### config.mk
export PLATFORM = sky130hd
export DESIGN_NAME = eprom_burner
export DESIGN_NICKNAME = d
export VERILOG_FILES = /design/src/rtl/burn_pkg.sv /design/src/rtl/burn_dp.sv /design/src/rtl/burn_ctrl.sv /design/src/rtl/eprom_burner.sv
export SDC_FILE = /design/constraint.sdc
export NUM_CORES = 1
export LEC_CHECK = 0
export BUFFER_PORTS_ARGS = -buffer_cell sky130_fd_sc_hd__clkbuf_2
export CAP_MARGIN = 20
export CORE_MARGIN = 5
export CORE_UTILIZATION = 50
export CTS_CLUSTER_DIAMETER = 80
export DETAILED_ROUTE_END_ITERATION = 8
export GPL_TIMING_DRIVEN = 0
export PLACE_DENSITY = 0.71
export SETUP_SLACK_MARGIN = 0.02
export SYNTH_ARGS = -nofsm -noshare
export SYNTH_HDL_FRONTEND = slang
export SYNTH_HIERARCHICAL = 1
export SYNTH_SLANG_ARGS = --single-unit
### constraint.sdc
create_clock -name clk -period 6.4 [get_ports clk]
set_input_delay 1.92 -clock clk [delete_from_list [all_inputs] [get_ports clk]]
set_output_delay 1.92 -clock clk [all_outputs]
set_load 0.1 [all_outputs]
### src/rtl/burn_pkg.sv
`timescale 1ns/1ps
package burn_pkg;

  // strobes from sequencer to datapath
  typedef struct packed {
    logic ldRange;
    logic ldData;
    logic incAddr;
    logic rewind;
    logic clrTries;
    logic incTries;
    logic ldTimer;
    logic decTimer;
    logic setOver;
    logic clrOver;
  } burn_strobe_t;

  // conditions from datapath to sequencer
  typedef struct packed {
    logic dataBlank;
    logic lastAddr;
    logic triesMax;
    logic timerLast;
    logic readMatch;
    logic overPhase;
  } burn_status_t;

  typedef enum logic [3:0] {
    S_IDLE, S_FETCH, S_SETUP, S_PULSE, S_HOLD, S_VREAD, S_VCMP,
    S_NEXT, S_FAIL, S_RFETCH, S_RREAD, S_RCMP, S_FINISH
  } burn_state_t;

endpackage

### src/rtl/burn_dp.sv
`timescale 1ns/1ps
module burn_dp
  import burn_pkg::*;
#(
  parameter int ADDR_W    = 15,
  parameter int DATA_W    = 8,
  parameter int MAX_TRIES = 25,
  parameter int OVER_MULT = 3,
  parameter int PULSE_CYC = 50000
) (
  input  logic              clk,
  input  logic              rstN,
  input  burn_strobe_t      sb,
  input  logic [ADDR_W-1:0] startAddr,
  input  logic [ADDR_W-1:0] endAddr,
  input  logic [DATA_W-1:0] dataIn,
  input  logic [DATA_W-1:0] memRdData,
  output burn_status_t      st,
  output logic [ADDR_W-1:0] memAddr,
  output logic [DATA_W-1:0] memWrData
);

  localparam int    TRY_W    = $clog2(MAX_TRIES + 1);
  localparam longint OVER_MAX = longint'(MAX_TRIES) * OVER_MULT * PULSE_CYC;
  localparam int    TMR_W    = $clog2(OVER_MAX + 1);
  localparam logic [TMR_W-1:0] PULSE_T = TMR_W'(PULSE_CYC);
  localparam logic [TMR_W-1:0] OVER_T  = TMR_W'(longint'(OVER_MULT) * PULSE_CYC);

  logic [ADDR_W-1:0] addrQ, firstQ, lastQ;
  logic [DATA_W-1:0] dataQ;
  logic [TRY_W-1:0]  tries;
  logic [TMR_W-1:0]  timer;
  logic              overQ;

  always_ff @(posedge clk) begin
    if (!rstN) begin
      addrQ  <= '0;
      firstQ <= '0;
      lastQ  <= '0;
      dataQ  <= '0;
      tries  <= '0;
      timer  <= '0;
      overQ  <= 1'b0;
    end else begin
      if (sb.ldRange) begin
        addrQ  <= startAddr;
        firstQ <= startAddr;
        lastQ  <= endAddr;
      end else if (sb.rewind) begin
        addrQ <= firstQ;
      end else if (sb.incAddr) begin
        addrQ <= addrQ + 1'b1;
      end

      if (sb.ldData) dataQ <= dataIn;

      if (sb.clrTries)      tries <= '0;
      else if (sb.incTries) tries <= tries + 1'b1;

      if (sb.ldTimer)       timer <= overQ ? TMR_W'(tries) * OVER_T : PULSE_T;
      else if (sb.decTimer) timer <= timer - 1'b1;

      if (sb.clrOver)      overQ <= 1'b0;
      else if (sb.setOver) overQ <= 1'b1;
    end
  end

  always_comb begin
    st.dataBlank = &dataIn;
    st.lastAddr  = (addrQ == lastQ);
    st.triesMax  = (tries == TRY_W'(MAX_TRIES));
    st.timerLast = (timer == TMR_W'(1));
    st.readMatch = (memRdData == dataQ);
    st.overPhase = overQ;
  end

  assign memAddr   = addrQ;
  assign memWrData = dataQ;

endmodule

### src/rtl/burn_ctrl.sv
`timescale 1ns/1ps
module burn_ctrl
  import burn_pkg::*;
(
  input  logic         clk,
  input  logic         rstN,
  input  logic         start,
  input  logic         dataValid,
  input  burn_status_t st,
  output burn_strobe_t sb,
  output logic         dataReady,
  output logic         memCeN,
  output logic         memOeN,
  output logic         memVppEn,
  output logic         memDataOe,
  output logic         busy,
  output logic         byteDone,
  output logic         byteOk,
  output logic         doneFlag,
  output logic         errFlag
);

  burn_state_t state, nxt;

  always_comb begin
    nxt       = state;
    sb        = '0;
    dataReady = 1'b0;
    memCeN    = 1'b1;
    memOeN    = 1'b1;
    memVppEn  = 1'b0;
    memDataOe = 1'b0;
    byteDone  = 1'b0;
    byteOk    = 1'b0;
    unique case (state)
      S_IDLE: if (start) begin
        sb.ldRange = 1'b1;
        nxt = S_FETCH;
      end
      S_FETCH: begin
        dataReady = 1'b1;
        if (dataValid) begin
          sb.ldData   = 1'b1;
          sb.clrTries = 1'b1;
          sb.clrOver  = 1'b1;
          nxt = st.dataBlank ? S_NEXT : S_SETUP;
        end
      end
      S_SETUP: begin
        memVppEn    = 1'b1;
        memDataOe   = 1'b1;
        sb.ldTimer  = 1'b1;
        sb.incTries = !st.overPhase;
        nxt = S_PULSE;
      end
      S_PULSE: begin
        memCeN      = 1'b0;
        memVppEn    = 1'b1;
        memDataOe   = 1'b1;
        sb.decTimer = 1'b1;
        if (st.timerLast) nxt = S_HOLD;
      end
      S_HOLD: begin
        memVppEn  = 1'b1;
        memDataOe = 1'b1;
        nxt = st.overPhase ? S_NEXT : S_VREAD;
      end
      S_VREAD: begin
        memVppEn = 1'b1;
        memOeN   = 1'b0;
        nxt = S_VCMP;
      end
      S_VCMP: begin
        memVppEn = 1'b1;
        memOeN   = 1'b0;
        if (st.readMatch) begin
          sb.setOver = 1'b1;
          nxt = S_SETUP;
        end else if (st.triesMax) begin
          nxt = S_FAIL;
        end else begin
          nxt = S_SETUP;
        end
      end
      S_NEXT: begin
        byteDone = 1'b1;
        byteOk   = 1'b1;
        if (st.lastAddr) begin
          sb.rewind = 1'b1;
          nxt = S_RFETCH;
        end else begin
          sb.incAddr = 1'b1;
          nxt = S_FETCH;
        end
      end
      S_FAIL: begin
        byteDone = 1'b1;
        nxt = S_FINISH;
      end
      S_RFETCH: begin
        dataReady = 1'b1;
        if (dataValid) begin
          sb.ldData = 1'b1;
          nxt = S_RREAD;
        end
      end
      S_RREAD: begin
        memCeN = 1'b0;
        memOeN = 1'b0;
        nxt = S_RCMP;
      end
      S_RCMP: begin
        memCeN = 1'b0;
        memOeN = 1'b0;
        if (st.lastAddr) begin
          nxt = S_FINISH;
        end else begin
          sb.incAddr = 1'b1;
          nxt = S_RFETCH;
        end
      end
      S_FINISH: nxt = S_IDLE;
      default:  nxt = S_IDLE;
    endcase
  end

  assign busy = (state != S_IDLE);

  always_ff @(posedge clk) begin
    if (!rstN) begin
      state    <= S_IDLE;
      doneFlag <= 1'b0;
      errFlag  <= 1'b0;
    end else begin
      state <= nxt;
      if (state == S_IDLE && start) begin
        doneFlag <= 1'b0;
        errFlag  <= 1'b0;
      end
      if (state == S_FAIL) errFlag <= 1'b1;
      if (state == S_RCMP && !st.readMatch) errFlag <= 1'b1;
      if (state == S_FINISH) doneFlag <= 1'b1;
    end
  end

endmodule

### src/rtl/eprom_burner.sv
`timescale 1ns/1ps
module eprom_burner
  import burn_pkg::*;
#(
  parameter int ADDR_W    = 15,
  parameter int DATA_W    = 8,
  parameter int CLK_HZ    = 50000000,
  parameter int PULSE_US  = 1000,
  parameter int MAX_TRIES = 25,
  parameter int OVER_MULT = 3
) (
  input  logic              clk,
  input  logic              rstN,
  input  logic              start,
  input  logic [ADDR_W-1:0] startAddr,
  input  logic [ADDR_W-1:0] endAddr,
  input  logic              dataValid,
  input  logic [DATA_W-1:0] dataIn,
  output logic              dataReady,
  output logic [ADDR_W-1:0] memAddr,
  output logic [DATA_W-1:0] memWrData,
  output logic              memDataOe,
  output logic              memCeN,
  output logic              memOeN,
  output logic              memVppEn,
  input  logic [DATA_W-1:0] memRdData,
  output logic              busy,
  output logic              byteDone,
  output logic              byteOk,
  output logic              doneFlag,
  output logic              errFlag
);

  localparam int PULSE_CYC = int'((longint'(CLK_HZ) * PULSE_US) / 1000000);

  burn_strobe_t sb;
  burn_status_t st;

  burn_ctrl u_ctrl (
    .clk       (clk),
    .rstN      (rstN),
    .start     (start),
    .dataValid (dataValid),
    .st        (st),
    .sb        (sb),
    .dataReady (dataReady),
    .memCeN    (memCeN),
    .memOeN    (memOeN),
    .memVppEn  (memVppEn),
    .memDataOe (memDataOe),
    .busy      (busy),
    .byteDone  (byteDone),
    .byteOk    (byteOk),
    .doneFlag  (doneFlag),
    .errFlag   (errFlag)
  );

  burn_dp #(
    .ADDR_W    (ADDR_W),
    .DATA_W    (DATA_W),
    .MAX_TRIES (MAX_TRIES),
    .OVER_MULT (OVER_MULT),
    .PULSE_CYC (PULSE_CYC)
  ) u_dp (
    .clk       (clk),
    .rstN      (rstN),
    .sb        (sb),
    .startAddr (startAddr),
    .endAddr   (endAddr),
    .dataIn    (dataIn),
    .memRdData (memRdData),
    .st        (st),
    .memAddr   (memAddr),
    .memWrData (memWrData)
  );

endmodule

==> metrics.md, run 1 <==
| Metric | Value |
|---|---|
| Initial Util | 50.8% |
| Fin crit share | between 60% and 70% |
| Fin crit period | 4090 ps |
| Post-CTS Setup Repair Bufs | 0 |
| Slew Viols, Final | 0 |
| Power per cell area | 388 nW/µm² |
| Leakage | around 2.9 nW |
| Syn Area/Cell | approximately 8.6 µm² |
| FMAX | around 240 MHz |
| CP max FO | 10 |
| Kind of critical path | flip-flop to flip-flop |
| Cell variety after synth | just under 70 |
| Placer Congestion | 0.879 |
| Syn_nets | between 700 and 800 |
| Hold crit path type | flip-flop to flip-flop |
| Die ar. | between 10000 and 15000 µm² |
| Initial antenna violation count | 0 |
| Initial DRC count | 374 |
| Pre-Repair DR Iteration Count | 6 |
| Worst-path clk slew | ~60 ps |
| Die height | approximately 120 µm |
| Setup TNS | 0 ps |
| Io pins | slightly above 80 |
| Resized Gates After CTS | 0 |
| CP cell instances | fa_1 > fa_1 > inv_1 > fa_1 > inv_1 > ha_1 > and3_1 > a211oi_1 > o221a_2 > o21ai_0 > nor4b_1 > a211o_1 |
| Slew @ Worst Pin | slightly below 1000 ps |
| Buffer levels on the longest clock path | 2 |
| Clock Sink Count | 87 |
| Post-synth top cells | 87 x dfxtp_1, 47 x nor2_1, 43 x nor2b_1, 40 x mux2i_1, 40 x xnor2_1 |
| Crit path DAT | about 4400 ps |
| Core Util, Final | 58.4% |
| P_int | ~0.0014 W |
| Post-synth EDFFs | 0 |
| Vias per cell | about 5.7 |
| Largest net degree at the start of global routing | 15 |
| Relative slew slack | 34.2% |
| Share of layout cells above drive strength 1 | approximately 16% |
| CTS tree | built |
| Worst EP required | roughly 6700 ps |
| Setup crit start kind | flip-flop |
| Placeable Area | between 10000 and 15000 µm² |
| Part of the power in registers | a little under a third |
| Area added between synthesis and finish | 15.0% |
| Htree depth | 3 |
| GRT Util Overall | 20.7% |
| Status | finished, final reports clean |
| Drt drc | 0 |
| GR Overflow Total | 0 |
| Synthesized flop and latch total | between 80 and 90 |
| Clk network pwr share | 18.7% |
| Slowest cell on the critical path | dfxtp_1 |
| Cells after DPL | 897 |
| Post-Syn Instances | around 670 |
| Routed WL | 14.5 mm |
| Top_reg_cell synth | dfxtp_1 |
| Clock latency on the worst-skew pair | around 350 ps |
| Largest cells by area after synthesis | dfxtp_1 30%, ha_1 7.6%, mux2i_1 6.9% |
| NetSw | 0.00120 W |
| Register area share after synthesis | 30.1% |
| Max-cap violations | 0 |
| Hold buffer count at cts | 0 |
| Syn Std Cell Area | about 5800 µm² |
| Final #Nets | between 800 and 900 |
| Wire length per cell | between 15 and 20 µm |
| Via count | 5204 |
| Hold Vio Cnt, Final | 0 |
| Synth area leader | dfxtp_1 |
| YS warnings | 6 |
| Layout Skew | 9.43 ps |
| N_diodes | 0 |
| Chip width | 117 µm |
| Worst path most repeated cell | fa_1 |
| Number of core rows | 39 |
| RSZ-0062 raised after global routing | no |
| Peak VDD IR | between 200 and 250 µV |
| Number of port buffers | 82 |
| Final ANT Viol Nets | 0 |
| Fraction of registers with async set/reset | 0% |
| Sw Ratio | between 40% and 50% |
| Vias in the first global route | 5072 |
| Layout Cells excl Fill | between 900 and 1000 |
| First-pass GRT wire length | 24.2 mm |
| Cell with the most instances after synthesis | dfxtp_1 |
| Yosys top cell area share | between 30% and 40% |
| Combinational power share | approximately 51% |
| Worst path max stage delay | 620 ps |
| WHS | 489 ps |
| CTS Buf Count | 9 |
| Setup violators final | 0 |
| Post-DP HPWL | about 11 mm |
| CP endpoint kind | flip-flop |
| CTS root buffer | clkbuf_16 |
[through the flow]
step,setup slack [ps],power [W],cell area [µm²]
finish,2310,0.00258,6640
global route,2050,0.00273,6640
CTS,2330,0.00258,6630
detailed placement,2350,0.00210,6370
global placement,2420,0.00207,6370
floorplan,1730,0.00184,5780
[metal layers]
metal  part of all wire [%]  global-route usage (%)
met1                     44                    26.4
met5                      0                       0
met3                    5.0                    4.04
met4                    2.3                    7.96
met2                     48                    34.4
[sequential cells by signal, summed over array words and instances (netlist names)]
| signal | cells |
|---|---|
| u_ctrl/state | 4 |
| u_ctrl/errFlag | 1 |
| u_ctrl/doneFlag | 1 |
| u_dp/lastQ | 15 |
| u_dp/timer | 22 |
| u_dp/firstQ | 15 |
| u_dp/memAddr | 15 |
| u_dp/overQ | 1 |
| u_dp/memWrData | 8 |
| u_dp/tries | 5 |
[power by group through the flow]
stage | registers [W] | clock network [W] | logic (W)
5_1_grt | 0.000797 | 0.000513 | 0.00142
4_1_cts | 0.000778 | 0.000492 | 0.00131
6_report | 0.000781 | 0.000481 | 0.00132
3_3_place_gp | 0.000784 | 0 | 0.00129
2_1_floorplan | 0.000964 | 0 | 0.000873
3_5_place_dp | 0.000789 | 0 | 0.00131
[worst paths after layout]
check                                     from             end  slack, ps  depth (start not counted)
worst min-delay path            u_ctrl/errFlag  u_ctrl/errFlag        490                          2
worst max register to register   u_dp/tries[4]  u_dp/timer[21]       2310                         12
worst min register to register  u_ctrl/errFlag  u_ctrl/errFlag        490                          2
worst max-delay path             u_dp/tries[4]  u_dp/timer[21]       2310                         12
[critical path, delay by kind of cell (launching register included)]
kind,cells,cell delay (ps)
adders and majority gates,4,1920
AOI/OAI and AO/OA,4,880
DFF,1,620
and+or+nand+nor,2,500
buffers and inverters,2,100
[cells by family (layout without fill, tap and decap cells)]
group | after synthesis | in the layout | synth area share (%)
adders and majority gates | 43 | 43 | 10.4
AOI/OAI and AO/OA | 142 | 142 | 16.7
muxes | 40 | 40 | 6.93
buffers and inverters | 67 | 166 | 4.74
and+or+nand+nor | 236 | 236 | 22.5
DFF | 87 | 87 | 30.1
xor gates and xnor gates | 57 | 57 | 8.64
[layout by cell type, fill, tap and decap left out, drive strengths merged, types with 6 or more instances in the layout]
cell	synthesis	routed
nor3	19	19
buf	10	11
ha	35	35
o221a	7	7
clkbuf	26	119
and3	11	11
nand3	17	17
a21oi	37	37
mux2i	40	40
nand2	36	36
nor2	48	48
nand4	13	13
dfxtp	87	87
xnor2	40	40
o22ai	8	8
fa	8	8
a31oi	6	6
nand2b	15	15
xor2	17	17
nor2b	43	43
inv	31	32
o21ai	32	32
[final cells by class]
cell class	instances	area, µm²
Buffer	36	158
Sequential cell	87	1740
Fill cell	1013	4730
Timing Repair Buffer	84	423
Tap cell	143	179
Clock inverter	5	35.0
Clock buffer	10	229
Inverter	31	116
Multi-Input combinational cell	518	3760
No activity file was read; power rests on OpenSTA's default activity.
==> run 2: changes to the inputs <==
clock period = 4.2 ns   (was 6.4 ns; I/O delays follow)
==> run 2 against run 1 <==
  * Flip-flop and latch count is the same
  * Worst setup slack worse by 2100 ps
  * Total power is 52% higher
  * First-iteration DRC count unchanged
  * Sequential share of layout area is essentially flat
  * Combinational power rose by 52%
  * Die area stayed put
  * Global-route usage did not move
  * Register-to-register slack got worse by 2100 ps
  * Maximum frequency increased by 3.5%
  * Critical path depth stayed put
  * Critical endpoint unchanged
  * Largest power group unchanged
==> metrics.md, run 2 (synthesis results as in run 1) <==
| Metric | Value |
|---|---|
| Routed WL | around 14 mm |
| FMAX | between 200 and 300 MHz |
| Status | finished, final reports clean |
| Fillers | around 1000 |
| Clock Sink Count | slightly below 90 |
| Buffer levels on the longest clock path | 2 |
| Vias per cell | approximately 5.7 |
| Resized Gates After CTS | 0 |
| Relative slew slack | between 30% and 40% |
| Post-DP HPWL | ~11 mm |
| N_diodes | 0 |
| Commonest non-fill, non-tap cell in the layout | dfxtp_1 |
| Io pins | just over 80 |
| Initial DRC count | between 300 and 400 |
| Hold Crit Depth | 2 |
| Pre-Repair DR Iteration Count | 6 |
| NetSw | 0.00184 W |
| Area occupied by multi-input gates | ~3800 µm² |
| Worst r2r path cells | 12 |
| Worst-path clk slew | 60 ps |
| Final ANT Viol Nets | 0 |
| Wire length per cell | 15.9 µm |
| Placeable Area | between 10000 and 15000 µm² |
| Initial antenna violation count | 0 |
| Core Util, Final | just under 60% |
| First-pass GRT wire length | ~24 mm |
| Htree depth | 3 |
| Largest net degree at the start of global routing | 15 |
| Vias in the first global route | between 5000 and 6000 |
| Sequential cell area | around 1700 µm² |
| Fin crit period | 3950 ps |
| Max-cap violations | 0 |
| Sw Ratio | 46.7% |
| Hold Startpoint | u_ctrl/errFlag |
| Kind of critical path | flip-flop to flip-flop |
| Setup violators final | 0 |
| Hold Vio Cnt, Final | 0 |
| Number of port buffers | between 80 and 90 |
| GRT Util Overall | between 20% and 30% |
| Final #Nets | 860 |
| Placer Congestion | approximately 0.88 |
| Peak VDD IR | roughly 350 µV |
| P_int | 0.00209 W |
| Initial Util | about half |
| Top reg by flops | u_dp/timer |
| Die ar. | between 10000 and 15000 µm² |
| CP endpoint kind | flip-flop |
| Die height | roughly 120 µm |
| Hold crit path type | flip-flop to flip-flop |
| Worst EP required | between 4000 and 5000 ps |
| Number of core rows | 39 |
| CP max FO | 7 |
| Slew Viols, Final | 0 |
| Power per cell area | roughly 590 nW/µm² |
| Area added between synthesis and finish | 15.0% |
| Part of the power in registers | between 30 and 40% |
| R2R Setup Slk | approximately 250 ps |
| Share of layout cells above drive strength 1 | 16.7% |
| Fin crit share | about 94% |
| Drt drc | 0 |
| Combinational power share | about half |
| Clock latency on the worst-skew pair | around 350 ps |
| Most frequent cells in the layout | 85 x dfxtp_1, 82 x clkbuf_2, 47 x nor2_1, 43 x nor2b_1 |
| Chip width | between 100 and 150 µm |
| Hold Path End | u_ctrl/errFlag |
| RSZ-0062 raised after global routing | no |
| GR Overflow Total | 0 |
| Hold buffer count at cts | 0 |
| Setup crit start kind | flip-flop |
| Setup TNS | 0 ps |
| Slew @ Worst Pin | just under 1000 ps |
| Crit path DAT | about 4200 ps |
| CTS Buf Count | 9 |
| Max FFs per register | 22 |
| Leakage | 2.92 nW |
| Via count | roughly 5200 |
| Clk network pwr share | 18.7% |
| Critical R2R Capture | u_dp/timer[21] |
| Post-CTS Setup Repair Bufs | 0 |
| Layout Skew | 9.43 ps |
| CTS tree | built |
| FF-to-FF Start | u_dp/tries[2] |
| CTS root buffer | clkbuf_16 |
==> run 2: how the worst max path moves through the flow <==
stage	from	endpoint	cells after the start
after floorplan	u_ctrl/state[2]	memVppEn	3
after global placement	u_dp/tries[4]	u_dp/timer[21]	12
after detailed placement	u_dp/tries[4]	u_dp/timer[21]	12
after CTS	u_dp/tries[4]	u_dp/timer[21]	12
after global routing	u_dp/tries[2]	u_dp/timer[21]	12
final	u_dp/tries[2]	u_dp/timer[21]	12
==> run 2: cell type report <==
class                   instances  share of cell area, %
multi-input cells             518                   56.6
flip-flops and latches         87                   26.2
repair buffers                 84                   6.36
clock buffers                  10                   3.45
well taps                     143                   2.69
plain buffers                  36                   2.37
inverters                      31                   1.75
clock inverters                 5                  0.527
==> run 2: power groups by stage <==
stage | Combinational [W] | Sequential (W) | Clock (W)
finish | 0.00201 | 0.00119 | 0.000733
global route | 0.00217 | 0.00121 | 0.000782
CTS | 0.00200 | 0.00119 | 0.000749
detailed placement | 0.00199 | 0.00120 | 0
global placement | 0.00196 | 0.00119 | 0
floorplan | 0.00133 | 0.00147 | 0
==> run 2: through the flow <==
step | std cells | instance area (µm²) | hold slack [ps] | setup slack (ps) | total power (W)
after floorplan | 672 | 5780 | 457 | 189 | 0.00280
after global placement | 897 | 6370 | 462 | 221 | 0.00316
after detailed placement | 897 | 6370 | 481 | 155 | 0.00319
after CTS | 912 | 6630 | 490 | 134 | 0.00394
after global routing | 914 | 6650 | 508 | 30.0 | 0.00417
final | 914 | 6650 | 489 | 247 | 0.00393
==> run 2: critical path, cell delays in order (launching register included) <==
cell	delay (ps)
dfxtp_1	530
fa_1	530
fa_1	510
inv_1	60
fa_1	500
inv_1	40
ha_1	330
and3_1	220
a211oi_1	300
o221a_2	300
o21ai_0	140
nor4b_1	280
a211o_1	140
==> run 2: metal layers <==
metal	share of wire (%)	vias to the layer above	track usage, %
li1	-	2580	-
met1	44	2444	26.4
met2	48	149	34.4
met3	5.0	31	4.04
met4	2.3	0	7.96
met5	0	-	0
